===== src/rtl/fc_pkg.sv =====
package fc_pkg;

    localparam int FC_STAGE_W = 16;
    localparam int FC_STAGES  = 2;
    localparam int FC_REF_W   = 32;
    localparam int FC_OVF_W   = 16;
    localparam int FC_SEQ_W   = 32;

    // Logic level a synchroniser presents while the pin is undriven.
    typedef enum logic {
        IDLE_LOW  = 1'b0,
        IDLE_HIGH = 1'b1
    } idle_level_e;

    // Rising edge seen between two consecutive samples.
    function automatic logic fc_rise(input logic now_s, input logic prev_s);
        return now_s & ~prev_s;
    endfunction

endpackage


===== src/rtl/fc_edge_sync.sv =====
module fc_edge_sync
    import fc_pkg::*;
#(
    parameter idle_level_e IDLE = IDLE_HIGH
) (
    input  logic clk,
    input  logic rst,
    input  logic din,
    output logic rise
);
    localparam int DEPTH = 3;

    // [0] first flop, [1] second flop, [2] previous synchronised value
    logic [DEPTH-1:0] shreg;

    always_ff @(posedge clk) begin
        if (rst) shreg <= {DEPTH{logic'(IDLE)}};
        else     shreg <= {shreg[DEPTH-2:0], din};
    end

    assign rise = fc_rise(shreg[1], shreg[2]);

    AST_RISE_SINGLE: assert property (@(posedge clk) disable iff (rst)
        rise |=> !rise);

endmodule


===== src/rtl/fc_cascade_counter.sv =====
module fc_cascade_counter #(
    parameter int STAGE_W = 16,
    parameter int STAGES  = 2,
    parameter int OVF_W   = 16
) (
    input  logic                        clk,
    input  logic                        rst,
    input  logic                        clr,
    input  logic                        inc,
    output logic [STAGE_W*STAGES-1:0]   value,
    output logic [OVF_W-1:0]            ovf_cnt
);
    localparam int TOTAL_W = STAGE_W * STAGES;

    logic [STAGES:0] carry;
    assign carry[0] = inc;

    for (genvar g = 0; g < STAGES; g++) begin : g_stage
        logic [STAGE_W-1:0] q;
        assign carry[g+1] = carry[g] & (&q);
        assign value[g*STAGE_W +: STAGE_W] = q;
        always_ff @(posedge clk) begin
            if (rst || clr)    q <= '0;
            else if (carry[g]) q <= q + STAGE_W'(1);
        end
    end

    always_ff @(posedge clk) begin
        if (rst || clr)          ovf_cnt <= '0;
        else if (carry[STAGES])  ovf_cnt <= ovf_cnt + OVF_W'(1);
    end

    AST_STEP_ONE: assert property (@(posedge clk) disable iff (rst)
        (inc && !clr) |=> value == $past(value) + TOTAL_W'(1));
    AST_HOLD_IDLE: assert property (@(posedge clk) disable iff (rst)
        (!inc && !clr) |=> $stable(value) && $stable(ovf_cnt));
    AST_WRAP_OVF: assert property (@(posedge clk) disable iff (rst)
        (inc && !clr && (&value)) |=> ovf_cnt == $past(ovf_cnt) + OVF_W'(1));
    AST_CLEAR_ZERO: assert property (@(posedge clk) disable iff (rst)
        clr |=> (value == '0) && (ovf_cnt == '0));

endmodule


===== src/rtl/fc_record_port.sv =====
module fc_record_port #(
    parameter int CNT_W = 32,
    parameter int OVF_W = 16,
    parameter int SEQ_W = 32
) (
    input  logic             clk,
    input  logic             rst,
    input  logic             clr,
    input  logic             capture,
    input  logic [CNT_W-1:0] cnt_in,
    input  logic [OVF_W-1:0] ovf_in,
    output logic             valid,
    input  logic             ready,
    output logic [CNT_W-1:0] rec_cnt,
    output logic [OVF_W-1:0] rec_ovf,
    output logic [SEQ_W-1:0] rec_seq,
    output logic             overrun
);
    typedef struct packed {
        logic [CNT_W-1:0] cnt;
        logic [OVF_W-1:0] ovf;
        logic [SEQ_W-1:0] seq;
    } rec_t;

    rec_t             rec_q;
    logic [SEQ_W-1:0] seq_q;
    logic [SEQ_W-1:0] seq_next;

    assign seq_next = seq_q + SEQ_W'(1);

    always_ff @(posedge clk) begin
        if (rst || clr)   seq_q <= '0;
        else if (capture) seq_q <= seq_next;
    end

    always_ff @(posedge clk) begin
        if (rst) begin
            valid   <= 1'b0;
            rec_q   <= '0;
            overrun <= 1'b0;
        end else if (capture) begin
            valid   <= 1'b1;
            rec_q   <= '{cnt: cnt_in, ovf: ovf_in, seq: seq_next};
            overrun <= overrun | (valid & ~ready);
        end else if (ready) begin
            valid   <= 1'b0;
        end
    end

    assign rec_cnt = rec_q.cnt;
    assign rec_ovf = rec_q.ovf;
    assign rec_seq = rec_q.seq;

    AST_CAPTURE_VALID: assert property (@(posedge clk) disable iff (rst)
        capture |=> valid);
    AST_RECORD_HOLD: assert property (@(posedge clk) disable iff (rst)
        (valid && !ready && !capture) |=> valid && $stable(rec_cnt)
            && $stable(rec_ovf) && $stable(rec_seq));
    AST_OVERRUN_SET: assert property (@(posedge clk) disable iff (rst)
        (capture && valid && !ready) |=> overrun);
    AST_OVERRUN_STICKY: assert property (@(posedge clk) disable iff (rst)
        overrun |=> overrun);

endmodule


===== src/rtl/gps_freq_counter.sv =====
module gps_freq_counter
    import fc_pkg::*;
#(
    parameter int STAGE_W = FC_STAGE_W,
    parameter int STAGES  = FC_STAGES,
    parameter int REF_W   = FC_REF_W,
    parameter int OVF_W   = FC_OVF_W,
    parameter int SEQ_W   = FC_SEQ_W
) (
    input  logic                       clk,
    input  logic                       rst,
    input  logic                       clr,
    input  logic                       sig_in,
    input  logic                       gate_in,
    output logic                       sig_valid,
    input  logic                       sig_ready,
    output logic [STAGE_W*STAGES-1:0]  sig_count,
    output logic [OVF_W-1:0]           sig_ovf,
    output logic [SEQ_W-1:0]           sig_seq,
    output logic                       sig_overrun,
    output logic                       ref_valid,
    input  logic                       ref_ready,
    output logic [REF_W-1:0]           ref_count,
    output logic [OVF_W-1:0]           ref_ovf,
    output logic [SEQ_W-1:0]           ref_seq,
    output logic                       ref_overrun
);
    localparam int SIG_W = STAGE_W * STAGES;

    logic             sig_rise, gate_rise, capture;
    logic [SIG_W-1:0] sig_live;
    logic [OVF_W-1:0] sig_live_ovf;
    logic [REF_W-1:0] ref_live;
    logic [OVF_W-1:0] ref_live_ovf;

    fc_edge_sync #(.IDLE(IDLE_HIGH)) u_sig_sync (
        .clk(clk), .rst(rst), .din(sig_in), .rise(sig_rise)
    );
    fc_edge_sync #(.IDLE(IDLE_HIGH)) u_gate_sync (
        .clk(clk), .rst(rst), .din(gate_in), .rise(gate_rise)
    );

    // clear outranks a coinciding gate edge
    assign capture = gate_rise & ~clr;

    fc_cascade_counter #(.STAGE_W(STAGE_W), .STAGES(STAGES), .OVF_W(OVF_W)) u_sig_cnt (
        .clk(clk), .rst(rst), .clr(clr), .inc(sig_rise),
        .value(sig_live), .ovf_cnt(sig_live_ovf)
    );
    fc_cascade_counter #(.STAGE_W(REF_W), .STAGES(1), .OVF_W(OVF_W)) u_ref_cnt (
        .clk(clk), .rst(rst), .clr(clr), .inc(1'b1),
        .value(ref_live), .ovf_cnt(ref_live_ovf)
    );

    fc_record_port #(.CNT_W(SIG_W), .OVF_W(OVF_W), .SEQ_W(SEQ_W)) u_sig_port (
        .clk(clk), .rst(rst), .clr(clr), .capture(capture),
        .cnt_in(sig_live), .ovf_in(sig_live_ovf),
        .valid(sig_valid), .ready(sig_ready),
        .rec_cnt(sig_count), .rec_ovf(sig_ovf), .rec_seq(sig_seq),
        .overrun(sig_overrun)
    );
    fc_record_port #(.CNT_W(REF_W), .OVF_W(OVF_W), .SEQ_W(SEQ_W)) u_ref_port (
        .clk(clk), .rst(rst), .clr(clr), .capture(capture),
        .cnt_in(ref_live), .ovf_in(ref_live_ovf),
        .valid(ref_valid), .ready(ref_ready),
        .rec_cnt(ref_count), .rec_ovf(ref_ovf), .rec_seq(ref_seq),
        .overrun(ref_overrun)
    );

    AST_STREAMS_TOGETHER: assert property (@(posedge clk) disable iff (rst)
        (capture) |=> sig_valid && ref_valid && (sig_seq == ref_seq));

endmodule


===== config.mk =====
export PLATFORM = sky130hd
export DESIGN_NAME = gps_freq_counter
export DESIGN_NICKNAME = d
export VERILOG_FILES = /design/src/rtl/fc_pkg.sv /design/src/rtl/fc_edge_sync.sv /design/src/rtl/fc_cascade_counter.sv /design/src/rtl/fc_record_port.sv /design/src/rtl/gps_freq_counter.sv
export SDC_FILE = /design/constraint.sdc
export NUM_CORES = 1
export LEC_CHECK = 0
export ABC_AREA = 0
export BUFFER_PORTS_ARGS = -buffer_cell sky130_fd_sc_hd__buf_4
export CAP_MARGIN = 30
export CELL_PAD_IN_SITES_DETAIL_PLACEMENT = 1
export CELL_PAD_IN_SITES_GLOBAL_PLACEMENT = 1
export CORE_MARGIN = 1.5
export CORE_UTILIZATION = 39
export DETAILED_ROUTE_END_ITERATION = 8
export PLACE_DENSITY = 0.77
export SLEW_MARGIN = 20
export SYNTH_ARGS = -nofsm -noshare
export SYNTH_HDL_FRONTEND = slang
export SYNTH_SLANG_ARGS = --single-unit
export TNS_END_PERCENT = 50

===== constraint.sdc =====
create_clock -name clk -period 2.14 [get_ports clk]
set_input_delay 0.428 -clock clk [delete_from_list [all_inputs] [get_ports clk]]
set_output_delay 0.428 -clock clk [all_outputs]
set_load 0.01 [all_outputs]

After elaboration in Yosys (flattened, before gate mapping)
Cells that the tools add are included.

cells by class
  $add $sub $neg = 7
  mux-type cells = 4
  bitwise gates (word level) = 14
  reductions and logical operators = 6

operators by type and width
  kind                     number
  $add A32 B1 Y32 const B  3
  $add A16 B1 Y16 const B  4
  $reduce_and A16 Y1       2
  $reduce_and A32 Y1       1
  $and A1 B1 Y1            7
  $not A1 Y1               5
  $mux W1                  4
  $reduce_bool A2 Y1       2
  $or A1 B1 Y1             2
  $logic_or A1 B1 Y1       1

storage, ports and cells
  register bits = 330
  bits of input ports = 7

Logic depth before layout (Yosys ltp)
Gate-level depths: netlist of run 1.

  depth in word-level cells = 4
  depth in mapped cells = 8

Modules after synthesis
A second synthesis of run 1 with hierarchy kept.

second synthesis, totals
  cells, all modules = 1,662
  area total of the unflattened synthesis = 14,711.6 sq um

modules (own cells, without submodules)
  module                           instances  cells an instance  area an instance (sq um)  sequential area each (sq um)
  fc_record_port                   2          547                4,909.7                   2,282.2
  fc_cascade_counter at u_sig_cnt  1          295                2,487.4                   960.9
  fc_cascade_counter at u_ref_cnt  1          257                2,217.1                   960.9
  fc_edge_sync                     2          7                  85.1                      60.1
  gps_freq_counter                 1          2                  17.5                      0.0

Worst setup path after synthesis of run 1
No wires, ideal clock.

  path kind = reg-to-reg
  start = register u_ref_port.seq_q[0]
  end = register u_ref_port.seq_q[24]
  data arrival time = 1,891 ps
  path slack = 133 ps
  stages on the path, launching flop included = 8
  cell sequence = dfxtp_1 > ha_1 > nand3_2 > or3_1 > buf_2 > nor4_4 > a21oi_1 > a31o_2

on the way
  cells in the longest elaborated chain, start to end = 1

ends and longest elaborated chain
  what                      line                  source
  start: declaration        fc_record_port.sv:26  logic [SEQ_W-1:0] seq_q;
  start signal: assignment  fc_record_port.sv:33  else if (capture) seq_q <= seq_next;
  $add A32 B1 Y32           fc_record_port.sv:29  assign seq_next = seq_q + SEQ_W'(1);

Every way passes these cells.
A chain may end at the register's enable or synchronous reset.

Final worst setup path of run 1
  start = register u_ref_port.seq_q[1]
  end = register u_ref_port.seq_q[24]

Same word-level chain as after synthesis.

==> results list, run 1 <==
- Vertical die dimension: ~190 microns
- The clock drives 330 sinks.
- Clock skew on the completed layout was measured at roughly 0.011 ns.
- The synthesized netlist contains between 40 and 50 unique library cells.
- The first global-routing pass estimated roughly 63000 microns of wire.
* Area grow syn2layout: 25.69%
- Post-Syn Instances: roughly 1700
* Most frequently used cell type in the post-synthesis netlist: sky130_fd_sc_hd__dfxtp_1
- Type of element capturing the critical path: register
* Final period utilization: 0.9394
- Detailed placement ended at an HPWL of 26750 microns.
- By area the synthesized netlist is led by sky130_fd_sc_hd__dfxtp_1 (47%), sky130_fd_sc_hd__nand2_1 (7.2%), sky130_fd_sc_hd__xor2_1 (6.6%).
* Maximum VDD drop: about 0.54 mV
* Leakage power of the design: roughly 0.0061 uW
- Number of warnings issued by yosys: 0
- Fraction of synthesis flops using an asynchronous set or reset pin: 0
- Following the worst setup path forward leads to its endpoint at u_ref_port.seq_q[24].
- For this block, the via count after detailed routing is between 10000 and 15000.
* Maximum buffer depth of the clock tree: 3
* Worst max-slew margin expressed relative to the limit: 0.6460
- Critical path required time: between 2 and 3 ns
- Of all nets on the critical path, the largest fanout is 6.
- Detailed-routing iteration count for the pre-antenna-repair pass: 4
- Synthesized netlist net count: around 1700
- After floorplanning, the core was sized to cover 35400 sq um.
- The most used flip-flop cell after synthesis is sky130_fd_sc_hd__dfxtp_1.
* Flop and latch count out of synthesis: 330
- Fraction of layout cells with a size suffix above 1: 0.1962
- Clock tree synthesis inserted a total of 38 buffers.
- Pwr per Cell Area: 737.7 nW/um^2
- Netlist area before placement: around 14000 sq um
- Detailed-route vias per instance: 5.281
- Insertion delay of the later-clocked pin in the worst-skew pair: between 0.5 and 0.6 ns
* Register area share after synthesis: 0.4743
- Setup violations remaining at the end of the flow were counted as 0.
- The count of buffers added on input and output ports is 170.
- The flow ran to the end, and the final reports show no timing, DRC or antenna violations.
- Slew @ Worst Pin: 0.5270 ns
- The commonest cells after synthesis are sky130_fd_sc_hd__dfxtp_1 (330), sky130_fd_sc_hd__nand2_1 (267), sky130_fd_sc_hd__nor2_1 (209).
- Once layout is complete, the utilization of the core stands at 0.4946.
* Register-to-Register Setup Slack: 0.13 ns
- Clock-pin slew was measured on the worst setup and hold paths at 0.06 ns.
* Min cycle time layout: around 2.0 ns
* Global-route total usage across every layer: 0.2075
- X dimension of the die: approximately 190 microns
* Number of remaining DRC errors: 0
- Total die area: about 37000 sq um
- STA classifies the critical path startpoint as a register.
- Setup total negative slack on the finished layout was measured at 0 ns.
- Entering global routing, the biggest net connects approximately 110 pins.
* Worst R2R End: u_ref_port.seq_q[24]
* CP startpoint: u_ref_port.seq_q[1]
- The H-tree generated during clock tree synthesis spans 2 levels.
* Sequential cell area in the final layout: around 6600 sq um
* Avg Cell Area, Syn: between 8 and 9 sq um
* Path type of the worst min-delay path: in -> reg
* Yosys top cell by area: sky130_fd_sc_hd__dfxtp_1
- The worst setup path is of the reg -> reg kind.
- Peak Freq: a little under 500 MHz
- Pin placement for this block handled between 150 and 200 I/O pins.
- Count of flip-flops with a built-in enable after synthesis: 0
- For this configuration, the core starts out at a cell density of 0.3935.
- WL final: a little under 40000 microns
- The tree is rooted in a sky130_fd_sc_hd__clkbuf_16.
* Nets: 1881
- Vias in the first global route: 12760
- Worst Min Path Start: sig_in
- The number of antenna violations at the first check in global routing was 0.
- STA puts the critical path data arrival time at about 2.4 ns.
* Final RePlAce weighted congestion: 0.8118
- In this run the core area contains 69 standard-cell rows.
* Clock tree from TritonCTS: done
- Antenna violation net count after detailed routing: 0
- Number of violations reported at the end of detailed-routing iteration 0: 411
- After global routing the overflow that remains totals 0.
* Wire per inst: ~16 microns
* Top cell type's share of synthesized area: 0.4743
- Filler cell count: ~4200
- Final Hold Violating Endpoints: 0
- Area of combinational cells with multiple inputs: ~7000 sq um
* Final slew viol count: 0
- Worst Reg-to-Reg Cells: 6
- Across the run, the number of max-cap violations was 0.
- The startpoint identified for the worst register-to-register timing path is u_ref_port.seq_q[1].
- N_diodes: 0
## layout make-up
| cell class | count | share of cell area |
|---|---|---|
| clock buffers | 56 | 0.06525 |
| clock inverters | 8 | 0.005288 |
| inverters | 15 | 0.003216 |
| multi-input cells | 1213 | 0.3936 |
| flip-flops and latches | 330 | 0.3776 |
| well taps | 461 | 0.03295 |
| repair buffers | 269 | 0.1221 |
## worst min-delay path by stage
stage                            to  slack (ns)  depth (start not counted)
6_report        u_sig_sync.shreg[0]        0.13                          2
5_1_grt         u_sig_sync.shreg[0]        0.10                          2
4_1_cts         u_sig_sync.shreg[0]        0.11                          2
3_5_place_dp    u_sig_sync.shreg[1]        0.40                          1
3_3_place_gp    u_sig_sync.shreg[1]        0.40                          1
2_1_floorplan  u_gate_sync.shreg[1]        0.39                          1
## power by group
part	total, uW	internal (uW)	switching (uW)
Sequential	6190	6180	18.4
Clock	6430	3920	2510
Combinational	295	96.2	199
Total	12900	10200	2720
## stage by stage
stage | power, uW | area, sq um | setup slack, ns | hold WS (ns) | std cells
detailed placement | 6626 | 16160 | 0.01766 | 0.4007 | 2280
finish | 12920 | 17510 | 0.1297 | 0.1258 | 2352
floorplan | 6492 | 13930 | 0.1332 | 0.3895 | 1667
CTS | 13080 | 17390 | 0.0005758 | 0.1054 | 2344
global route | 13370 | 17510 | -0.02343 | 0.1022 | 2352
global placement | 6618 | 16160 | 0.08954 | 0.4010 | 2280
## repair_timing
| action | CTS | global route |
|---|---|---|
| buffers inserted | 0 | 7 |
| gates resized for setup | 0 | 14 |
| endpoints found under the setup margin | 0 | 29 |
| hold buffers | 0 | 0 |
## state kept, by name, summed over array words and instances (netlist names), 32 cells and up
name	count
u_ref_port.seq_q	32
u_ref_port.rec_cnt	32
u_ref_port.rec_seq	32
u_sig_port.rec_seq	32
u_sig_port.rec_cnt	32
u_sig_port.seq_q	32
u_sig_cnt.g_stage.q	32
u_ref_cnt.value	32
## critical path, stage by stage, from the launching register on
cell and delay, ns:
sky130_fd_sc_hd__dfxtp_1 0.37, sky130_fd_sc_hd__ha_1 0.20, sky130_fd_sc_hd__nand3_2 0.08, sky130_fd_sc_hd__or3_1 0.53, sky130_fd_sc_hd__nor4_4 0.39, sky130_fd_sc_hd__a21oi_1 0.11
sky130_fd_sc_hd__a31o_2 0.21
## cells by family after synthesis
kind of cell | after synthesis | share of synthesized area
AND/OR/NAND/NOR | 783 | 0.2715
flip-flops | 330 | 0.4743
AO/OA/AOI/OAI | 254 | 0.1061
XOR/XNOR | 165 | 0.1037
buffers and inverters | 124 | 0.03521
adder cells (fa/ha/maj) | 7 | 0.006287
multiplexers | 4 | 0.002874
## placed cells by master (no fill, tap or decap), types with 12 or more instances in the layout
cell type                   netlist  layout
sky130_fd_sc_hd__a211oi_1        57      57
sky130_fd_sc_hd__a21oi_1        145     145
sky130_fd_sc_hd__and3_1          13      13
sky130_fd_sc_hd__and4_1          14      13
sky130_fd_sc_hd__buf_4            1     257
sky130_fd_sc_hd__clkbuf_16        0      41
sky130_fd_sc_hd__dfxtp_1        330     326
sky130_fd_sc_hd__inv_1           15      15
sky130_fd_sc_hd__nand2_1        267     267
sky130_fd_sc_hd__nand3_1         73      72
sky130_fd_sc_hd__nand4_1         76      76
sky130_fd_sc_hd__nor2_1         209     209
sky130_fd_sc_hd__nor3_1          22      22
sky130_fd_sc_hd__nor4_1          13      12
sky130_fd_sc_hd__o21ai_0         33      33
sky130_fd_sc_hd__or2_2           13      12
sky130_fd_sc_hd__or3_1           36      36
sky130_fd_sc_hd__xnor2_1         60      60
sky130_fd_sc_hd__xor2_1         105     105
## routing by layer
metal  track usage  vias to the layer above  wire [microns]
li1              -                     6115               -
met1        0.2518                     6071           17150
met2        0.3659                      179           18850
met3       0.04568                       57            1739
met4       0.06052                        0             880
met5             0                        -               0
(Power assumes the default switching activity.)
==> run 2: changes to the inputs <==
--- a/config.mk
+++ b/config.mk
@@ -11,9 +11,11 @@
 export CELL_PAD_IN_SITES_DETAIL_PLACEMENT = 1
 export CELL_PAD_IN_SITES_GLOBAL_PLACEMENT = 1
 export CORE_MARGIN = 1.5
-export CORE_UTILIZATION = 39
+export CORE_UTILIZATION = 38
 export DETAILED_ROUTE_END_ITERATION = 8
-export PLACE_DENSITY = 0.77
+export GPL_TIMING_DRIVEN = 0
+export PLACE_DENSITY = 0.76
+export SETUP_SLACK_MARGIN = 0.15
 export SLEW_MARGIN = 20
 export SYNTH_ARGS = -nofsm -noshare
 export SYNTH_HDL_FRONTEND = slang
==> run 2 against run 1 <==
Against the previous run: register-to-register slack worse by 0.03 ns; utilization up 2.3 points; global-route usage up 2.5 points; combinational power up 11%; wire length up 19%; sequential share of layout area down 1.6 points; count of clock-buffer cells in the layout down 2; setup slack worse by 0.026 ns; design area up 5.9%; flip-flop and latch count unchanged.
==> results list, run 2 (synthesis gave the netlist of run 1 again) <==
- The run finished with clean final reports.
- Crit-path max FO: 6 (unchanged)
* Insertion delay of the later-clocked pin in the worst-skew pair: 0.53 ns (about the same)
* Reg-to-reg critical path startpoint: u_sig_cnt.g_stage[1].q[3]
- The total of buffers placed on input and output ports was 170 (unchanged).
- In the layout the commonest cells are sky130_fd_sc_hd__dfxtp_1 (288), sky130_fd_sc_hd__nand2_1 (264), sky130_fd_sc_hd__buf_4 (253), sky130_fd_sc_hd__nor2_1 (208), sky130_fd_sc_hd__a21oi_1 (132).
- The worst endpoint required time was 2.53 ns (-0.03 ns).
- Type of element capturing the critical path: register
* Antenna violations before repair: 1 (+1)
- The HPWL after detailed placement is 30930 microns (+16%).
- Number of levels in the clock H-tree: 2 (unchanged)
- Clock slew at the register clock pins of the worst setup and hold paths: 0.06 ns (about the same)
* Flop pwr share: 0.458 (-0.022)
* First-pass GRT wire length: 71190 microns (+13%)
- Global-route total usage across every layer: 0.2324 (+0.02490)
* Core Rows: 69 (unchanged)
- The cell depth of the worst min-delay path came to 2 (unchanged).
- Clock Power Share: 0.518 (+0.020)
- Worst Min Path Start: sig_in
- Final Hold Violating Endpoints: 0 (unchanged)
- Cell type group with the largest total delay on the critical path: simple AND/OR/NAND/NOR gates
* Cell repeated most along the worst path: sky130_fd_sc_hd__nand4_1
- The worst hold path terminates at u_sig_sync.shreg[0].
- The antenna violation net count after detailed routing came to 0 (unchanged).
- The fraction of the core area covered by cells at the end of the flow was 0.5176 (+0.02299).
* Leakage power of the design: 0.006731 uW (+9.9%)
- Proportion of total power due to net switching: 0.2179 (+0.006909)
- Proportion of power drawn by combinational gates: 0.024 (about the same)
- The number of filler instances in the final layout was 4179 (-0.78%).
* Slew @ Worst Pin: 0.8758 ns (+0.3488 ns)
- Vias in the first global route: 13119 (+2.8%)
- Register-to-Register Setup Slack: 0.10 ns (-0.03 ns)
* Final slew viol count: 0 (unchanged)
* Total via count in the routed design: 13066 (+5.2%)
- The final routed wire length divided by cell count was 18.73 microns (+14%).
- The detailed-router iteration count before antenna repair came to 5 (+1).
- Walking the worst path, the cells encountered are nand4_1 > nor4_4 > nand4_1 > buf_4 > clkbuf_4 > o21ai_1 > a21oi_2.
- The count of buffering cells on the critical path with inverters included was 2 (+2).
- The worst register-to-register path ends at u_sig_cnt.ovf_cnt[13].
* Global-route congestion overflow total: 0 (unchanged)
- The clock buffer count from CTS came to 38 (unchanged).
- Vertical die dimension: 194.5 microns (+1.3%)
* Clock tree from TritonCTS: done
* Final total negative setup slack: 0 ns (unchanged)
- The path class of the tightest hold or removal check is in -> reg.
- The power density over the cells is 727.3 nW/um^2 (-1.4%).
* Min cycle time layout: 2.036 ns (+0.02563 ns)
- The reported net switching power came to 2939 uW (+7.9%).
* Critical setup path kind: reg -> reg
- The die outline area is 37810 sq um (+2.6%).
- The initial core utilization is 0.3888 (-0.004741).
- The maximum clock insertion buffer count is 3 (unchanged).
- CTS placed an instance of sky130_fd_sc_hd__clkbuf_16 at the clock tree root.
* # clock sinks: 330 (unchanged)
- From synthesis to final layout, the design area changed by 33.14%.
- The pre-CTS worst setup slack is -0.7033 ns (-0.7209 ns).
- The highest clock frequency the design can meet is 491.2 MHz (-1.3%).
- The share of post-route cells with drive strength above 1 was 0.2609 (+0.06474).
* Final period utilization: 0.9514 (+0.01198)
- The cell-internal power was 10550 uW (+3.5%).
- Delay contributed by the slowest stage of the critical path: 0.38 ns (-0.15 ns)
* Number of remaining DRC errors: 0 (unchanged)
- Core ar.: 35830 sq um (+1.2%)
- Number of primary I/O pins: 171 (unchanged)
- Most frequent standard cell in the layout excluding fill and tap cells: sky130_fd_sc_hd__dfxtp_1
- Pin count of the biggest net entering global routing: 14 (-87%)
- The total of hold buffers inserted after clock tree synthesis was 0 (unchanged).
- The slowest stage of the critical path belongs to the cell sky130_fd_sc_hd__dfxtp_4.
* Maximum VDD drop: 0.4227 mV (-21%)
* Final RePlAce weighted congestion: 0.8400 (+3.5%)
* Worst max-slew margin expressed relative to the limit: 0.4140 (-0.2320)
* Crit start category: register
- The horizontal die dimension is 194.5 microns (+1.3%).
- The final setup violation count came to 0 (unchanged).
- Number of violations reported at the end of detailed-routing iteration 0: 571 (+39%)
* WL final: 45920 microns (+19%)
- Detailed-route vias per instance: 5.331 (+0.94%)
* Nets: 1973 (+4.9%)
- Worst clock skew on the final layout: 0.01779 ns (+0.007196 ns)
* Worst Reg-to-Reg Cells: 7 (+1)
- Endpoint arrival time on the critical path: 2.42 ns (about the same)
* Total of max-cap violations: 0 (unchanged)
* Setup ws final: 0.1041 ns (-0.02563 ns)
- Setup repair after global routing could not meet its margin everywhere.
## run 2: worst max path at each step
stage	startpoint	endpoint	slack [ns]	cells after the start
2_1_floorplan	u_ref_port.seq_q[0]	u_ref_port.seq_q[24]	0.14	7
3_3_place_gp	clr	u_sig_port.rec_seq[0]	-0.84	8
3_5_place_dp	clr	u_ref_port.rec_seq[1]	-0.70	7
4_1_cts	u_ref_port.seq_q[0]	u_ref_port.rec_seq[26]	0.14	7
5_1_grt	u_sig_cnt.g_stage[1].q[3]	u_sig_cnt.ovf_cnt[13]	0.02	7
6_report	u_sig_cnt.g_stage[1].q[3]	u_sig_cnt.ovf_cnt[13]	0.10	7
## run 2: layer usage
layer / up-vias / share of wire / global-route usage
li1: 6311 / - / -
met1: 6377 / 0.44 / 0.2973
met2: 281 / 0.48 / 0.3961
met3: 97 / 0.043 / 0.03835
met4: 0 / 0.034 / 0.07899
met5: - / 0 / 0
## run 2: power groups by stage
stage	sequential [uW]	combinational (uW)	clock, uW
5_1_grt	6180	358	7390
4_1_cts	6190	318	7110
2_1_floorplan	6340	154	0
3_3_place_gp	6330	305	0
6_report	6180	328	6980
3_5_place_dp	6330	313	0
## run 2: what timing repair did
action                     CTS  global route
setup endpoints to repair  269           183
cloned                       2             1
pin swaps                   24            43
gates resized for setup    114           137
buffers inserted            35            42
## run 2: layout make-up
| class | count | area, sq um | share of cell area |
|---|---|---|---|
| tap | 461 | 576.8 | 0.03110 |
| clock inverter | 16 | 227.7 | 0.01228 |
| timing repair buffer | 252 | 1907 | 0.1028 |
| buffer | 109 | 591.8 | 0.03191 |
| sequential | 330 | 6706 | 0.3616 |
| multi-input combinational | 1213 | 7346 | 0.3961 |
| clock buffer | 54 | 1131 | 0.06099 |
| antenna | 1 | 2.502 | 0.0001349 |
| inverter | 15 | 56.30 | 0.003036 |
## run 2: through the flow
step                hold WS [ns]  total power [uW]  area (sq um)  cells
floorplan                 0.3895              6492         13940   1667
global placement          0.3950              6637         15790   2298
detailed placement        0.4059              6647         15820   2300
CTS                      0.09288             13610         17820   2407
global route             0.09260             13920         18540   2450
finish                    0.1077             13490         18550   2451
==> run 3: changes to the inputs <==
--- a/config.mk
+++ b/config.mk
@@ -11,10 +11,10 @@
 export CELL_PAD_IN_SITES_DETAIL_PLACEMENT = 1
 export CELL_PAD_IN_SITES_GLOBAL_PLACEMENT = 1
 export CORE_MARGIN = 1.5
-export CORE_UTILIZATION = 38
+export CORE_UTILIZATION = 39
 export DETAILED_ROUTE_END_ITERATION = 8
 export GPL_TIMING_DRIVEN = 0
-export PLACE_DENSITY = 0.76
+export PLACE_DENSITY = 0.77
 export SETUP_SLACK_MARGIN = 0.15
 export SLEW_MARGIN = 20
 export SYNTH_ARGS = -nofsm -noshare
==> run 3 against run 2 <==
Against the previous run: hold slack better by 0.014 ns; global-route usage grew 0.58 points; register-to-register slack got worse by 0.09 ns; non-clock buffer count rose by 4; wire length rose by 3.8%; utilization increased by 0.32 points; critical path depth is 1 higher; fmax is 4.1% lower; sequential share of layout area increased by 0.13 points; final cell count barely moved; highest routed layer is now met5; clock power decreased by 7.2%.
==> results list, run 3 (synthesis gave the netlist of run 1 again) <==
* Result of the run: completed
- Most frequent standard cell in the layout excluding fill and tap cells: sky130_fd_sc_hd__dfxtp_1
- Filler cell count: 4211 (+0.77%)
- Area grow syn2layout: 32.35%
- The final setup TNS was 0 ns (unchanged).
- The worst setup path is captured at a register.
* Maximum VDD drop: 0.4256 mV (+0.67%)
* N_diodes: 0 (-1)
- Starting density of the core: 0.3935 (+0.004741)
- The highest fanout seen on the critical path is 10 (+4).
* # clock sinks: 330 (unchanged)
- The count of pins on the block boundary came to 171 (unchanged).
- The total of hold buffers inserted after clock tree synthesis came to 0 (unchanged).
* Crit start category: register
- The overflow left after global routing came to 0 (unchanged).
- The height of the die was 192.0 microns (-1.3%).
* Area of combinational cells with multiple inputs: 7328 sq um (-0.24%)
* Antenna violations before repair: 1 (unchanged)
- The overall routing resource usage was 0.2382 (+0.005806).
* Final slew viol count: 0 (unchanged)
- Clock slew at the register clock pins of the worst setup and hold paths: 0.07 ns (about the same)
- Pwr per Cell Area: 704.5 nW/um^2 (-3.1%)
* Delay contributed by the slowest stage of the critical path: 0.42 ns (+0.04 ns)
* Critical-path cell list: buf_6 > nand4_1 > nor4_4 > buf_4 > buf_6 > nand4_4 > or3_4 > a21oi_2
- The routed via count came to 13358 (+2.2%).
- Final Hold Violating Endpoints: 0 (unchanged)
- Cell type group with the largest total delay on the critical path: simple AND/OR/NAND/NOR gates
* Total buffers and inverters traversed by the critical path: 3 (+1)
* Clock tree from TritonCTS: done
- Number of violations reported at the end of detailed-routing iteration 0: 674 (+18%)
- The path class of the tightest hold or removal check is in -> reg.
* Core ar.: 35400 sq um (-1.2%)
- Final period utilization: 0.9918 (+0.04045)
* Vias in the first global route: 13325 (+1.6%)
- Core Rows: 69 (unchanged)
- The worst setup path is of the reg -> reg kind.
- Pin count of the biggest net entering global routing: 13 (-1)
- Insertion delay of the later-clocked pin in the worst-skew pair: 0.53 ns (about the same)
- The overall routed net length was 47680 microns (+3.8%).
- Commonest non-fill, non-tap cells in the layout: sky130_fd_sc_hd__dfxtp_1 (290), sky130_fd_sc_hd__nand2_1 (263), sky130_fd_sc_hd__buf_4 (252), sky130_fd_sc_hd__nor2_1 (209), sky130_fd_sc_hd__a21oi_1 (135)
* Leakage power of the design: 0.006636 uW (-1.4%)
- The actual transition at the worst max-transition pin came to 0.8869 ns (+0.01111 ns).
- Worst max-slew margin expressed relative to the limit: 0.4066 (-0.007437)
- Final RePlAce weighted congestion: 0.8603 (+2.4%)
* Post-layout utilization of the core: 0.5208 (+0.003202)
* Cell Count Post-Placement: 2300 (unchanged)
- Total of max-cap violations: 0 (unchanged)
* Final std cells w/o fill: 2450 (-0.041%)
* Number of remaining DRC errors: 0 (unchanged)
- The data arrival time of the worst path is 2.58 ns (+0.16 ns).
- Cell repeated most along the worst path: sky130_fd_sc_hd__buf_6
* Setup ws final: 0.01749 ns (-0.08657 ns)
* Register-to-Register Setup Slack: 0.02 ns (-0.09 ns)
- Root Buffer Master: sky130_fd_sc_hd__clkbuf_16
- Fraction of layout cells with a size suffix above 1: 0.2534 (-0.007541)
* Sum of net half-perimeters after detailed placement: 30880 microns (-0.17%)
- The total of buffers placed on input and output ports was 170 (unchanged).
- The clock period minus worst slack came to 2.123 ns (+0.08657 ns).
- Total die area: 36860 sq um (-2.5%)
- The final routed wire length divided by cell count came to 19.46 microns (+3.9%).
- Detailed-routing iteration count for the pre-antenna-repair pass: 5 (unchanged)
- The worst endpoint required time was 2.60 ns (+0.07 ns).
- Worst clock skew on the final layout: 0.01620 ns (-0.001592 ns)
- The antenna violation net count after detailed routing came to 0 (unchanged).
* Crit path max-delay cell type: sky130_fd_sc_hd__nor4_4
- The horizontal die dimension came to 192.0 microns (-1.3%).
- Detailed-route vias per instance: 5.452 (+2.3%)
- The clock buffer count from CTS came to 38 (unchanged).
* Dpl ws: -0.7457 ns (-0.04242 ns)
* Number of levels in the clock H-tree: 2 (unchanged)
- The register area came to 6691 sq um (-0.22%).
- The maximum clock insertion buffer count came to 3 (unchanged).
- Peak Freq: 471.1 MHz (-4.1%)
- The worst hold slack is 0.1219 ns (+0.01417 ns).
- First-pass GRT wire length: 69950 microns (-1.7%)
- Setup repair after global routing could not meet its margin everywhere.
* Nets: 1977 (+0.20%)
- The final setup violation count came to 0 (unchanged).
run 3: changes by cell type in the layout (fill, tap and decap cells not counted), moves of 3 or more:
cell / change
sky130_fd_sc_hd__a21oi_1: +3
sky130_fd_sc_hd__a21oi_2: -3
sky130_fd_sc_hd__buf_6: +5
sky130_fd_sc_hd__bufinv_16: -4
sky130_fd_sc_hd__clkbuf_1: +7
sky130_fd_sc_hd__clkbuf_2: -8
sky130_fd_sc_hd__clkbuf_4: +5
sky130_fd_sc_hd__clkbuf_8: -4
sky130_fd_sc_hd__dfxtp_2: +3
sky130_fd_sc_hd__dfxtp_4: -5
sky130_fd_sc_hd__nand3_2: -3
run 3: cell type report:
cell class,instances,share of cell area
Multi-Input combinational cell,1213,0.3975
Inverter,15,0.003054
Tap cell,461,0.03129
Timing Repair Buffer,256,0.1058
Clock buffer,59,0.06366
Clock inverter,7,0.003394
Buffer,109,0.03231
Sequential cell,330,0.3630
run 3: repair_timing:
| action | in CTS | in global routing |
|---|---|---|
| gates resized for setup | 82 | 173 |
| buffers inserted | 36 | 46 |
| pin swaps | 23 | 54 |
| gates cloned | 1 | 1 |
| endpoints found under the setup margin | 259 | 224 |
run 3: final timing paths:
path / from / endpoint / cells past startpoint
setup / recovery: u_ref_cnt.value[17] / u_ref_cnt.ovf_cnt[3] / 8
hold / removal: sig_in / u_sig_sync.shreg[0] / 2
setup reg to reg: u_ref_cnt.value[17] / u_ref_cnt.ovf_cnt[3] / 8
hold reg to reg: u_gate_sync.shreg[0] / u_gate_sync.shreg[1] / 1
run 3: metal layers:
layer,share of wire,global-route usage,vias to the layer above
li1,-,-,6333
met3,0.045,0.03691,111
met2,0.50,0.4202,333
met4,0.031,0.07484,2
met1,0.43,0.2967,6579
met5,0.00023,0,-
run 3: stage by stage:
stage          power (uW)  cell area, sq um
6_report            12990             18440
2_1_floorplan        6492             13940
3_3_place_gp         6636             15790
3_5_place_dp         6645             15820
4_1_cts             13070             17630
5_1_grt             13350             18440
run 3: report_power, final:
group	switching, uW	internal, uW	leakage (uW)
Sequential	22.1	6160	0.00268
Combinational	232	91.8	0.00334
Clock	2600	3880	0.000608
Total	2860	10100	0.00664
